`config.mk`:
```
export PLATFORM = sky130hd
export DESIGN_NAME = phy_regbank
export DESIGN_NICKNAME = d
export VERILOG_FILES = /design/src/rtl/phy_regbank_pkg.sv /design/src/rtl/phy_ping_timer.sv /design/src/rtl/phy_irq_flags.sv /design/src/rtl/phy_ctrl_bits.sv /design/src/rtl/phy_regbank.sv
export SDC_FILE = /design/constraint.sdc
export NUM_CORES = 1
export LEC_CHECK = 0
export BUFFER_PORTS_ARGS = -buffer_cell sky130_fd_sc_hd__buf_4
export CAP_MARGIN = 20
export CORE_ASPECT_RATIO = 1.1
export CORE_UTILIZATION = 53
export CTS_BUF_LIST = sky130_fd_sc_hd__clkbuf_8
export DETAILED_ROUTE_END_ITERATION = 10
export PLACE_DENSITY = 0.82
export SYNTH_ARGS = -nofsm -noshare
export SYNTH_HDL_FRONTEND = slang
export SYNTH_SLANG_ARGS = --single-unit
```
`constraint.sdc`:
```
create_clock -name clk -period 2.43 [get_ports clk]
set_input_delay 0.243 -clock clk [delete_from_list [all_inputs] [get_ports clk]]
set_output_delay 0.243 -clock clk [all_outputs]
set_load 0.005 [all_outputs]
```
`src/rtl/phy_regbank_pkg.sv`:
```
package phy_regbank_pkg;
    localparam int ADDR_W = 4;
    localparam int DATA_W = 8;

    typedef enum logic [1:0] {
        PT_IDLE = 2'd0,
        PT_RUN  = 2'd1,
        PT_HELD = 2'd2
    } ping_state_t;

    localparam logic [ADDR_W-1:0] A_NODE    = 4'h0;
    localparam logic [ADDR_W-1:0] A_BUS     = 4'h1;
    localparam logic [ADDR_W-1:0] A_CAP     = 4'h2;
    localparam logic [ADDR_W-1:0] A_PORT0   = 4'h3;
    localparam logic [ADDR_W-1:0] A_IRQ     = 4'h6;
    localparam logic [ADDR_W-1:0] A_MODE    = 4'h7;
    localparam logic [ADDR_W-1:0] A_PING_HI = 4'h8;
    localparam logic [ADDR_W-1:0] A_PING_LO = 4'h9;
endpackage

```
`src/rtl/phy_ping_timer.sv`:
```
module phy_ping_timer
    import phy_regbank_pkg::*;
#(
    parameter int W = 16
) (
    input  logic         clk,
    input  logic         rst_n,
    input  logic         cfg_sent,
    input  logic         pkt_rcvd,
    input  logic         tick,
    output logic [W-1:0] count,
    output ping_state_t  state
);
    localparam logic [W-1:0] MAX = {W{1'b1}};

    ping_state_t nxt;

    // next-state logic; a configuration packet outranks a reception
    always_comb begin
        nxt = state;
        unique case (state)
            PT_IDLE: if (cfg_sent) nxt = PT_RUN;
            PT_RUN: begin
                if (cfg_sent)      nxt = PT_RUN;
                else if (pkt_rcvd) nxt = PT_HELD;
            end
            PT_HELD: if (cfg_sent) nxt = PT_RUN;
            default: nxt = PT_IDLE;
        endcase
    end

    always_ff @(posedge clk) begin
        if (!rst_n) state <= PT_IDLE;
        else        state <= nxt;
    end

    // count output: clear on start, advance while running, saturate
    always_ff @(posedge clk) begin
        if (!rst_n)
            count <= '0;
        else if (cfg_sent)
            count <= '0;
        else if (state == PT_RUN && !pkt_rcvd && tick && count != MAX)
            count <= count + 1'b1;
    end
endmodule

```
`src/rtl/phy_irq_flags.sv`:
```
module phy_irq_flags #(
    parameter int N = 2
) (
    input  logic         clk,
    input  logic         rst_n,
    input  logic [N-1:0] set,
    input  logic [N-1:0] clr,
    output logic [N-1:0] flags
);
    for (genvar i = 0; i < N; i++) begin : g_flag
        // set outranks a same-cycle clear
        always_ff @(posedge clk) begin
            if (!rst_n)      flags[i] <= 1'b0;
            else if (set[i]) flags[i] <= 1'b1;
            else if (clr[i]) flags[i] <= 1'b0;
        end
    end
endmodule

```
`src/rtl/phy_ctrl_bits.sv`:
```
module phy_ctrl_bits #(
    parameter int          GAP_W    = 6,
    parameter logic [5:0]  GAP_INIT = 6'h3F
) (
    input  logic             clk,
    input  logic             rst_n,
    input  logic             wr_bus,
    input  logic [GAP_W+1:0] bus_byte,
    input  logic             wr_mode,
    input  logic             slow_wbit,
    input  logic             arb_wbit,
    input  logic             bus_reset_done,
    output logic [GAP_W-1:0] gap_count,
    output logic             hold_root,
    output logic             bus_reset_req,
    output logic             arb_reset_req,
    output logic             slow_bit
);
    always_ff @(posedge clk) begin
        if (!rst_n) begin
            gap_count     <= GAP_INIT;
            hold_root     <= 1'b0;
            bus_reset_req <= 1'b0;
        end else if (wr_bus) begin
            gap_count     <= bus_byte[GAP_W+1:2];
            hold_root     <= bus_byte[1];
            bus_reset_req <= bus_byte[0];
        end else if (bus_reset_done) begin
            bus_reset_req <= 1'b0;
        end
    end

    always_ff @(posedge clk) begin
        if (!rst_n) begin
            slow_bit      <= 1'b0;
            arb_reset_req <= 1'b0;
        end else if (wr_mode) begin
            slow_bit      <= slow_wbit;
            arb_reset_req <= arb_wbit;
        end else if (bus_reset_done) begin
            arb_reset_req <= 1'b0;
        end
    end
endmodule

```
`src/rtl/phy_regbank.sv`:
```
module phy_regbank
    import phy_regbank_pkg::*;
#(
    parameter int         NUM_PORTS = 3,
    parameter int         TIMER_W   = 16,
    parameter int         ID_W      = 6,
    parameter logic [5:0] GAP_INIT  = 6'h3F
) (
    input  logic                   clk,
    input  logic                   rst_n,
    input  logic                   rd_en,
    input  logic                   wr_en,
    input  logic [3:0]             addr,
    input  logic [7:0]             wr_data,
    output logic [7:0]             rd_data,
    input  logic [ID_W-1:0]        node_id,
    input  logic                   is_root,
    input  logic                   cable_pwr_ok,
    input  logic [2*NUM_PORTS-1:0] port_a_stat,
    input  logic [2*NUM_PORTS-1:0] port_b_stat,
    input  logic [NUM_PORTS-1:0]   port_child,
    input  logic [NUM_PORTS-1:0]   port_conn,
    input  logic [NUM_PORTS-1:0]   port_fast,
    input  logic                   slow_pin_n,
    input  logic                   bus_reset_done,
    input  logic                   cfg_sent,
    input  logic                   pkt_rcvd,
    input  logic                   tree_timeout,
    input  logic                   pwr_drop,
    input  logic                   tick_50m,
    output logic [5:0]             gap_count,
    output logic                   hold_root,
    output logic                   bus_reset_req,
    output logic                   arb_reset_req,
    output logic                   slow_mode
);
    localparam int IRQ_N = 2;
    localparam int LOOP_IDX = 1;
    localparam int PWR_IDX = 0;

    logic               slow_bit;
    logic [IRQ_N-1:0]   irq_flags;
    logic [IRQ_N-1:0]   irq_set;
    logic [IRQ_N-1:0]   irq_clr;
    logic [TIMER_W-1:0] ping_count;
    ping_state_t        ping_state;
    logic [7:0]         port_byte [NUM_PORTS];
    logic [7:0]         rd_next;
    logic               wr_irq;

    phy_ctrl_bits #(.GAP_W(6), .GAP_INIT(GAP_INIT)) u_ctrl (
        .clk(clk), .rst_n(rst_n),
        .wr_bus(wr_en && addr == A_BUS), .bus_byte(wr_data),
        .wr_mode(wr_en && addr == A_MODE),
        .slow_wbit(wr_data[6]), .arb_wbit(wr_data[5]),
        .bus_reset_done(bus_reset_done),
        .gap_count(gap_count), .hold_root(hold_root),
        .bus_reset_req(bus_reset_req), .arb_reset_req(arb_reset_req),
        .slow_bit(slow_bit)
    );

    assign wr_irq = wr_en && addr == A_IRQ;
    assign irq_set[LOOP_IDX] = tree_timeout;
    assign irq_set[PWR_IDX]  = pwr_drop;
    assign irq_clr[LOOP_IDX] = wr_irq && wr_data[7];
    assign irq_clr[PWR_IDX]  = wr_irq && wr_data[6];

    phy_irq_flags #(.N(IRQ_N)) u_irq (
        .clk(clk), .rst_n(rst_n), .set(irq_set), .clr(irq_clr), .flags(irq_flags)
    );

    phy_ping_timer #(.W(TIMER_W)) u_ping (
        .clk(clk), .rst_n(rst_n), .cfg_sent(cfg_sent), .pkt_rcvd(pkt_rcvd),
        .tick(tick_50m), .count(ping_count), .state(ping_state)
    );

    assign slow_mode = slow_bit || !slow_pin_n;

    for (genvar n = 0; n < NUM_PORTS; n++) begin : g_port
        assign port_byte[n] = {port_a_stat[2*n +: 2], port_b_stat[2*n +: 2],
                               port_child[n], port_conn[n], port_fast[n], 1'b0};
    end

    always_comb begin
        rd_next = '0;  // unmapped addresses read 0
        unique case (addr)
            A_NODE:    rd_next = {node_id, is_root, cable_pwr_ok};
            A_BUS:     rd_next = {gap_count, hold_root, bus_reset_req};
            A_CAP:     rd_next = {slow_mode ? 2'b00 : 2'b01, 1'b0, 5'(NUM_PORTS)};
            A_IRQ:     rd_next = {irq_flags[LOOP_IDX], irq_flags[PWR_IDX], cable_pwr_ok, 5'b0};
            A_MODE:    rd_next = {!slow_pin_n, slow_bit, arb_reset_req, 5'b0};
            A_PING_HI: rd_next = ping_count[TIMER_W-1 -: 8];
            A_PING_LO: rd_next = ping_count[7:0];
            default: begin
                for (int n = 0; n < NUM_PORTS; n++)
                    if (addr == 4'(int'(A_PORT0) + n)) rd_next = port_byte[n];
            end
        endcase
    end

    always_ff @(posedge clk) begin
        if (!rst_n)     rd_data <= '0;
        else if (rd_en) rd_data <= rd_next;
    end
endmodule

```
==> results_dict.tcl, run 1 <==
set metrics [dict create \
    status "finished, final reports clean" \
    layout-drive-gt1-share_pct 28.0 \
    io_pins 70 \
    routabilityCongestion 0.881 \
    fmax_ghz 0.530 \
    drt_first_pass_iters 4 \
    die-area_sq_um 4570 \
    rsz0062_at_grt "false" \
    finalCriticalPeriod_ns 1.89 \
    grt_pass1_vias 2186 \
    layout_commonest_cell "buf_4" \
    die_y_microns 70.8 \
    path_clk_slew_ns 0.08 \
    busiest_layer "met2" \
    dp_hpwl_mm 4.50 \
    use_met2_pct 47.6 \
    drc 0 \
    synth_area_sq_um 2280 \
    cp_max_fo 8 \
    grt.total_usage_pct 27.7 \
    r2r-start "u_ping.state[0]$_SDFFE_PN0P_" \
    cts_buffer_depth 2 \
    grt_pass1_wl_mm 9.93 \
    fin_setup_tns_ns 0 \
    drv_slew 0 \
    worstSetupEndpointType "flop" \
    finalHoldViolations 0 \
    drv_cap 0 \
    rr_endpoint "u_ping.count[7]$_SDFFE_PP0P_" \
    crit_buf_inv 0 \
    synthAdderAreaFrac_pct 0.549 \
    hold_ws_ns 0.152 \
    ir_worst_vdd_v 0.000352 \
    postCtsSetupRepairBufs 0 \
    antenna_found_initial 0 \
    fin_skew_ns 0.00768 \
    ys.flop_type "dfxtp_1" \
    synth_fp_nets 326 \
    async_flop_share_pct 0 \
    setup_violations 0 \
    num-nets-final 384 \
    area_delta_synth_final_pct 27.1 \
    post-route-period-util_pct 77.6 \
    slowest_stage "or3_1" \
    power_density_nw_per_um2 455 \
    rows 24 \
    synth_simple_gate_area_share_pct 26.1 \
    cts_root_buf "clkbuf_8" \
    hold_depth 2 \
    grt_max_degree 40 \
    leakagePower_nw 1.14 \
    cp.required_ns 2.64 \
    start_util_pct 56.2 \
    grt-ovfl-total 0 \
    io_buffers 69 \
    synth.mux.area_fraction_pct 10.3 \
    grt_util_met1_pct 33.8 \
    drt-total-wl_mm 6.13 \
    totalPowerFinal_mw 1.32 \
    gr-usage-met3_pct 5.97 \
    rr_worst_depth 4 \
    htree_levels 2 \
    antenna_left 0 \
    slowest_delay_ns 0.52 \
    cpLargestDelayFamily "simple AND/OR/NAND/NOR gates" \
    die_w_microns 64.5 \
    cts_sinks 38 \
    critical_path_class "reg -> reg" \
    synth_edf_count 0 \
    slew_headroom_pct 56.1 \
    endpoint "u_ping.count[7]$_SDFFE_PP0P_" \
    layout_common_cells "72 x buf_4, 38 x dfxtp_1, 25 x nand2_1" \
    hold_start "pwr_drop" \
    cts_tree "done" \
    drt_iter0_markers 203 \
    clock_latency_ns 0.29 \
    cts_buffers 5 \
    ff2ff_setup_slack_ns 0.54 \
    synth_top_family_by_area "simple AND/OR/NAND/NOR gates" \
    coreArea_sq_um 4050 \
    startpoint "u_ping.state[0]$_SDFFE_PN0P_" \
    cp.depth 4 \
    synth_compound_area_share_pct 24.7 \
    syn_inst 273 \
    synth.avg_cell_area_sq_um 8.35 \
    worst_pin_slew_ns 0.654 \
    routed_via_density 6.13 \
    ys_types 47 \
    cp-start-kind "flop" \
    ctsResizeCount 0 \
    n_antenna_cell 0 \
    synth_xor_area_share_pct 0 \
    hold_class "in -> reg" \
    synth_warnings 0 \
    path_cells "nand4bb_4 -> or3_1 -> or4_1 -> a21oi_1" \
    yosysSeqAreaShare_pct 33.4 \
    routedWlPerCell_microns 16.0 \
    crit_arrival_ns 2.10 \
    vias 2355 \
    cts_hold_buf 0 \
    ys_ff_latch 38 \
]
metal layers:
layer  vias to the layer above  wire [microns]
met3                         9             353
li1                       1161               -
met4                         0              99
met1                      1112            2650
met5                         -               0
met2                        73            3030
cell usage after synthesis (2+ instances only):
cell	count	share of area, %
clkbuf_1	18	3.0
o211a_1	4	1.8
and3b_1	2	0.77
or3_1	7	1.9
o21ai_0	9	2.0
inv_1	8	1.3
o211ai_1	6	2.0
o21a_1	2	0.66
or4_1	7	2.3
a21boi_0	3	0.99
mux2_2	10	4.9
nand2_1	25	4.1
nand4_1	10	2.7
nor4_1	5	1.4
a31oi_1	2	0.55
nand3_1	19	4.2
nor3_1	2	0.44
mux2i_1	10	4.4
dfxtp_1	38	33
nor2_1	6	0.99
o41ai_1	4	1.5
nor2b_1	3	0.82
nand2b_1	7	1.9
and4_1	2	0.77
o22ai_1	2	0.55
nand3b_1	3	0.99
buf_2	3	0.66
a2bb2oi_1	5	1.9
o31ai_1	8	2.6
o2111ai_1	2	0.77
a22oi_1	5	1.6
a21oi_1	21	4.6
kinds of logic after synthesis:
family | count (synthesis)
mux | 21
simple gates | 103
fa+ha+maj | 1
compound gates | 81
flops | 38
buf+inv | 29
metrics by stage:
stage                     area (sq um)  utilization (%)  cells  setup slack (ns)
after floorplan                   2280                -    273             0.709
final                             2900             71.5    384             0.543
after detailed placement          2800             69.1    376             0.576
after CTS                         2900             71.5    384             0.551
after global placement            2800             69.1    376             0.620
after global routing              2900             71.5    384             0.447
flip-flops by register name, indices dropped and copies added, names as in the netlist:
name and flops:
u_ctrl.hold_root 1, u_irq.flags 2, u_ctrl.gap_count 6, u_ctrl.slow_bit 1, u_ping.count 16, u_ctrl.arb_reset_req 1, u_ping.state 2, rd_data 8
u_ctrl.bus_reset_req 1
cell type report:
type | instances | area, sq um
Tap cell | 52 | 65.1
Clock buffer | 6 | 82.6
Fill cell | 339 | 1160
Timing Repair Buffer | 72 | 541
Clock inverter | 2 | 12.5
Sequential cell | 38 | 761
Inverter | 8 | 30.0
Multi-Input combinational cell | 206 | 1410
power by group:
part	switching, mW	total, mW	leakage (nW)	internal [mW]
combinational	0.0936	0.213	0.780	0.119
sequential	0.0113	0.649	0.309	0.638
clock	0.227	0.455	0.0472	0.228
how the worst min path moves through the flow:
| stage | to | slack [ns] |
|---|---|---|
| 4_1_cts | u_irq.flags[0]$_SDFFE_PN0P_ | 0.15 |
| 3_3_place_gp | u_ctrl.gap_count[0]$_SDFFE_PN1P_ | 0.45 |
| 3_5_place_dp | u_irq.flags[0]$_SDFFE_PN0P_ | 0.46 |
| 5_1_grt | u_irq.flags[0]$_SDFFE_PN0P_ | 0.15 |
| 6_report | u_irq.flags[0]$_SDFFE_PN0P_ | 0.15 |
| 2_1_floorplan | u_irq.flags[0]$_SDFFE_PN0P_ | 0.37 |
worst reg2reg max path, delay by kind of cell (launching register included):
kind / cells / cell delay [ns]
simple gates: 3 / 1.20
flops: 1 / 0.45
compound gates: 1 / 0.15
Note: power is estimated with default switching activity, not from simulation.
==> inputs of run 2 (changes only) <==
Clock period 2.43 ns to 1.92 ns, I/O delays scaled along.
==> run 2 against run 1 <==
Critical path depth stayed put. Fmax is 7.2% higher. Global-route usage barely moved. Critical path type unchanged. Largest cell class unchanged. Largest power group unchanged.
==> results_dict.tcl, run 2 (synthesized netlist as in run 1, its figures left out) <==
set metrics [dict create \
    cp-start-kind "flop" \
    fmax_ghz 0.568 \
    largest_reg_flops 16 \
    dp.cells 381 \
    leakagePower_nw 1.16 \
    post-route-period-util_pct 91.6 \
    die_w_microns 64.5 \
    cp_max_fo 8 \
    fin_skew_ns 0.00356 \
    cts_hold_buf 0 \
    dp_hpwl_mm 4.54 \
    cts_root_buf "clkbuf_8" \
    start_util_pct 56.2 \
    routabilityCongestion 0.906 \
    layout_common_cells "77 x buf_4, 38 x dfxtp_1, 25 x nand2_1" \
    drv_cap 0 \
    grt_pass1_vias 2184 \
    layout-drive-gt1-share_pct 28.9 \
    drt-total-wl_mm 5.92 \
    io_pins 70 \
    area_delta_synth_final_pct 28.3 \
    grt.total_usage_pct 27.7 \
    crit_arrival_ns 1.99 \
    num-nets-final 389 \
    io_buffers 69 \
    antenna_found_initial 0 \
    top_register "u_ping.count" \
    fin_cells 388 \
    finalCriticalPeriod_ns 1.76 \
    coreArea_sq_um 4050 \
    antenna_left 0 \
    routed_via_density 6.11 \
    routedWlPerCell_microns 15.3 \
    grt_pass1_wl_mm 9.83 \
    cp.required_ns 2.15 \
    cts_buffers 5 \
    vias 2369 \
    reg_top3 "u_ping.count (16), rd_data (8), u_ctrl.gap_count (6)" \
    critical_path_class "reg -> reg" \
    drc 0 \
    drv_slew 0 \
    die-area_sq_um 4570 \
    rows 24 \
    status "finished, final reports clean" \
    grt_max_degree 31 \
    path_clk_slew_ns 0.07 \
    ir_worst_vdd_v 0.000403 \
    slew_headroom_pct 73.7 \
    hold_class "in -> reg" \
    worstSetupEndpointType "flop" \
    cts_tree "done" \
    n_antenna_cell 0 \
    die_y_microns 70.8 \
    htree_levels 2 \
    layout_commonest_cell "buf_4" \
    drt_iter0_markers 217 \
    totalPowerFinal_mw 1.61 \
    rsz0062_at_grt "false" \
    finalHoldViolations 0 \
    grt-ovfl-total 0 \
    clock_latency_ns 0.29 \
    setup_violations 0 \
    worst_pin_slew_ns 0.385 \
    fin_setup_tns_ns 0 \
    cts_buffer_depth 2 \
    drt_first_pass_iters 4 \
    power_density_nw_per_um2 551 \
    cts_sinks 38 \
]
run 2: cell count changes in the layout (fill, tap and decap cells not counted), sizes merged:
| cell | previous run | this run |
|---|---|---|
| buf | 72 | 77 |
| clkbuf | 6 | 5 |
| clkinv | 1 | 0 |
| inv | 8 | 9 |
run 2: final cells by class:
cell class / count / area [sq um]
clock inverters: 2 / 11.3
multi-input cells: 206 / 1410
fillers: 356 / 1130
flip-flops and latches: 38 / 761
clock buffers: 5 / 68.8
well taps: 52 / 65.1
repair buffers: 77 / 578
inverters: 8 / 30.0
run 2: final timing paths:
path | start | endpoint | slack, ns | cells past startpoint
worst max register to register | u_ping.state[0]$_SDFFE_PN0P_ | u_ping.count[9]$_SDFFE_PP0P_ | 0.16 | 4
worst min register to register | rd_data[3]$_SDFFE_PN0P_ | rd_data[3]$_SDFFE_PN0P_ | 0.49 | 1
worst max-delay path | u_ping.state[0]$_SDFFE_PN0P_ | u_ping.count[9]$_SDFFE_PP0P_ | 0.16 | 4
worst min-delay path | wr_data[2] | u_ctrl.gap_count[0]$_SDFFE_PN1P_ | 0.11 | 3
run 2: what timing repair did:
action | CTS | global route
buffers inserted | 0 | 0
setup endpoints to repair | 0 | 3
resized for setup | 0 | 1
run 2: stage by stage:
step                hold WS, ns  util, %  area, sq um  setup WS [ns]
CTS                      0.0968     72.0         2920         0.0891
global placement          0.401     70.0         2840          0.152
detailed placement        0.408     70.0         2840          0.114
finish                    0.106     72.1         2920          0.161
floorplan                 0.316        -         2280          0.199
global route              0.108     72.1         2920         0.0462
run 2: critical path: stages, from the launching register on:
cell	delay, ns
dfxtp_1	0.45
nand4bb_4	0.17
or3_4	0.45
or4_1	0.48
a21oi_1	0.14
run 2: metal layers:
metal	wire (microns)	global-route usage (%)	vias up
met5	0	0	-
met4	83	10.6	0
met3	354	6.94	7
met2	2990	48.0	85
met1	2490	32.6	1092
li1	-	-	1185
run 2: where the power goes:
| part | internal (mW) | switching, mW |
|---|---|---|
| clock network | 0.243 | 0.273 |
| registers | 0.807 | 0.0139 |
| logic | 0.154 | 0.119 |
==> inputs of run 3 (changes only) <==
Settings changed: CORE_UTILIZATION 53 to 45, PLACE_DENSITY 0.82 to 0.71.
==> run 3 against run 2 <==
Via count down 1.5%. Critical path depth did not move. Sequential share of layout area is 0.34 points lower. Flip-flop and latch count unchanged. Routed wire length is 6.1% higher. Final area increased by 1.3%. Combinational power about the same. Sequential power about the same. Clock skew is 0.0065 ns higher. Non-clock buffer count grew 1. Worst hold slack worse by 0.0055 ns. Clock power is 31% higher.
==> results_dict.tcl, run 3 (synthesized netlist as in run 1, its figures left out) <==
set metrics [dict create \
    largest_reg_flops 16 \
    die_y_microns 76.6 \
    fin_setup_tns_ns 0 \
    dp_hpwl_mm 4.66 \
    num-nets-final 390 \
    rows 26 \
    drt-total-wl_mm 6.28 \
    worstSetupEndpointType "flop" \
    path_clk_slew_ns 0.08 \
    io_buffers 69 \
    power.share.clock_pct 38.2 \
    drt_iter0_markers 151 \
    cp-start-kind "flop" \
    finalHoldViolations 0 \
    slew_headroom_pct 71.2 \
    cp.required_ns 2.14 \
    cts_hold_buf 0 \
    critical_path_class "reg -> reg" \
    rsz0062_at_grt "false" \
    drv_slew 0 \
    n_antenna_cell 0 \
    io_pins 70 \
    die_w_microns 69.8 \
    cts_tree "done" \
    clock_latency_ns 0.29 \
    hold_class "in -> reg" \
    grt_pass1_vias 2218 \
    p_switching_mw 0.428 \
    coreArea_sq_um 4750 \
    drt_first_pass_iters 4 \
    routabilityCongestion 0.849 \
    cts_root_buf "clkbuf_8" \
    setup_violations 0 \
    fmax_ghz 0.554 \
    totalPowerFinal_mw 1.77 \
    routed_via_density 5.92 \
    layout-drive-gt1-share_pct 29.6 \
    post-route-period-util_pct 93.9 \
    fin_skew_ns 0.0101 \
    switching_share_pct 24.1 \
    cts_buffers 5 \
    vias 2333 \
    worst_pin_slew_ns 0.421 \
    drc 0 \
    p_comb_share_pct 15.4 \
    grt.total_usage_pct 24.3 \
    drv_cap 0 \
    leakagePower_nw 1.17 \
    preCtsSetupSlack_ns 0.130 \
    status "finished, final reports clean" \
    routedWlPerCell_microns 15.9 \
    ir_worst_vdd_v 0.000356 \
    final_util_pct 62.4 \
    finalCriticalPeriod_ns 1.80 \
    reg_top3 "u_ping.count (16), rd_data (8), u_ctrl.gap_count (6)" \
    cts_sinks 38 \
    antenna_found_initial 0 \
    top_register "u_ping.count" \
    htree_levels 2 \
    seqPwrFrac_pct 46.3 \
    power_density_nw_per_um2 598 \
    die-area_sq_um 5350 \
    num-fill-cells 431 \
    setup_ws_ns 0.116 \
    cp_max_fo 8 \
    grt_pass1_wl_mm 10.5 \
    postCtsSetupRepairBufs 0 \
    start_util_pct 48.0 \
    cts_buffer_depth 2 \
    layout_commonest_cell "buf_4" \
    antenna_left 0 \
    grt-ovfl-total 0 \
    area_delta_synth_final_pct 30.0 \
    p_int_mw 1.34 \
    layout_common_cells "78 x buf_4, 38 x dfxtp_1, 25 x nand2_1" \
    grt_max_degree 31 \
    crit_arrival_ns 2.03 \
]
-- run 3: changes by cell type in the layout (fill, tap and decap cells not counted), sizes merged --
cell	before	now
buf	77	78
bufinv	0	1
clkinv	0	2
clkinvlp	1	0
inv	9	8
-- run 3: layout make-up --
cell class	count	area [sq um]	area share (%)
flip-flops and latches	38	761	25.7
well taps	56	70.1	2.36
clock inverters	3	40.0	1.35
clock buffers	5	68.8	2.32
multi-input cells	206	1410	47.5
inverters	8	30.0	1.01
repair buffers	78	586	19.8
-- run 3: stage by stage --
step                hold slack [ns]  std cells  area [sq um]
global route                 0.0943        394          2960
detailed placement            0.407        386          2850
finish                        0.100        394          2960
floorplan                     0.316        273          2280
CTS                          0.0953        394          2960
global placement              0.405        386          2850
-- run 3: metal layers --
metal | wire length, microns | GRT usage, % | part of all wire [%] | vias up
met1 | 2760 | 29.4 | 44 | 1093
li1 | - | - | - | 1178
met5 | 0 | 0 | 0 | -
met3 | 333 | 5.16 | 5.3 | 7
met2 | 3110 | 42.6 | 50 | 55
met4 | 78 | 7.20 | 1.2 | 0
-- run 3: worst paths after layout --
kind / endpoint / start / cells after the start / slack, ns
hold reg to reg: rd_data[3]$_SDFFE_PN0P_ / rd_data[3]$_SDFFE_PN0P_ / 1 / 0.48
hold / removal: u_ctrl.gap_count[0]$_SDFFE_PN1P_ / wr_data[2] / 3 / 0.10
setup reg to reg: u_ping.count[9]$_SDFFE_PP0P_ / u_ping.state[0]$_SDFFE_PN0P_ / 4 / 0.12
setup / recovery: u_ping.count[9]$_SDFFE_PP0P_ / u_ping.state[0]$_SDFFE_PN0P_ / 4 / 0.12
-- run 3: worst max-delay path, cell delays in order, from the launching register on --
cell,delay (ns)
dfxtp_1,0.46
nand4bb_4,0.13
or3_1,0.49
or4_1,0.50
a21oi_1,0.15
-- run 3: timing repair --
item / CTS / global route
endpoints found under the hold margin: 0 / 0
endpoints found under the setup margin: 0 / 3
gates resized for setup: 0 / 1
-- run 3: power by group through the flow --
stage / combinational (mW) / clock, mW / sequential, mW
detailed placement: 0.274 / 0 / 0.840
global placement: 0.272 / 0 / 0.839
finish: 0.274 / 0.677 / 0.821
global route: 0.299 / 0.722 / 0.824
CTS: 0.275 / 0.689 / 0.821
floorplan: 0.133 / 0 / 0.838
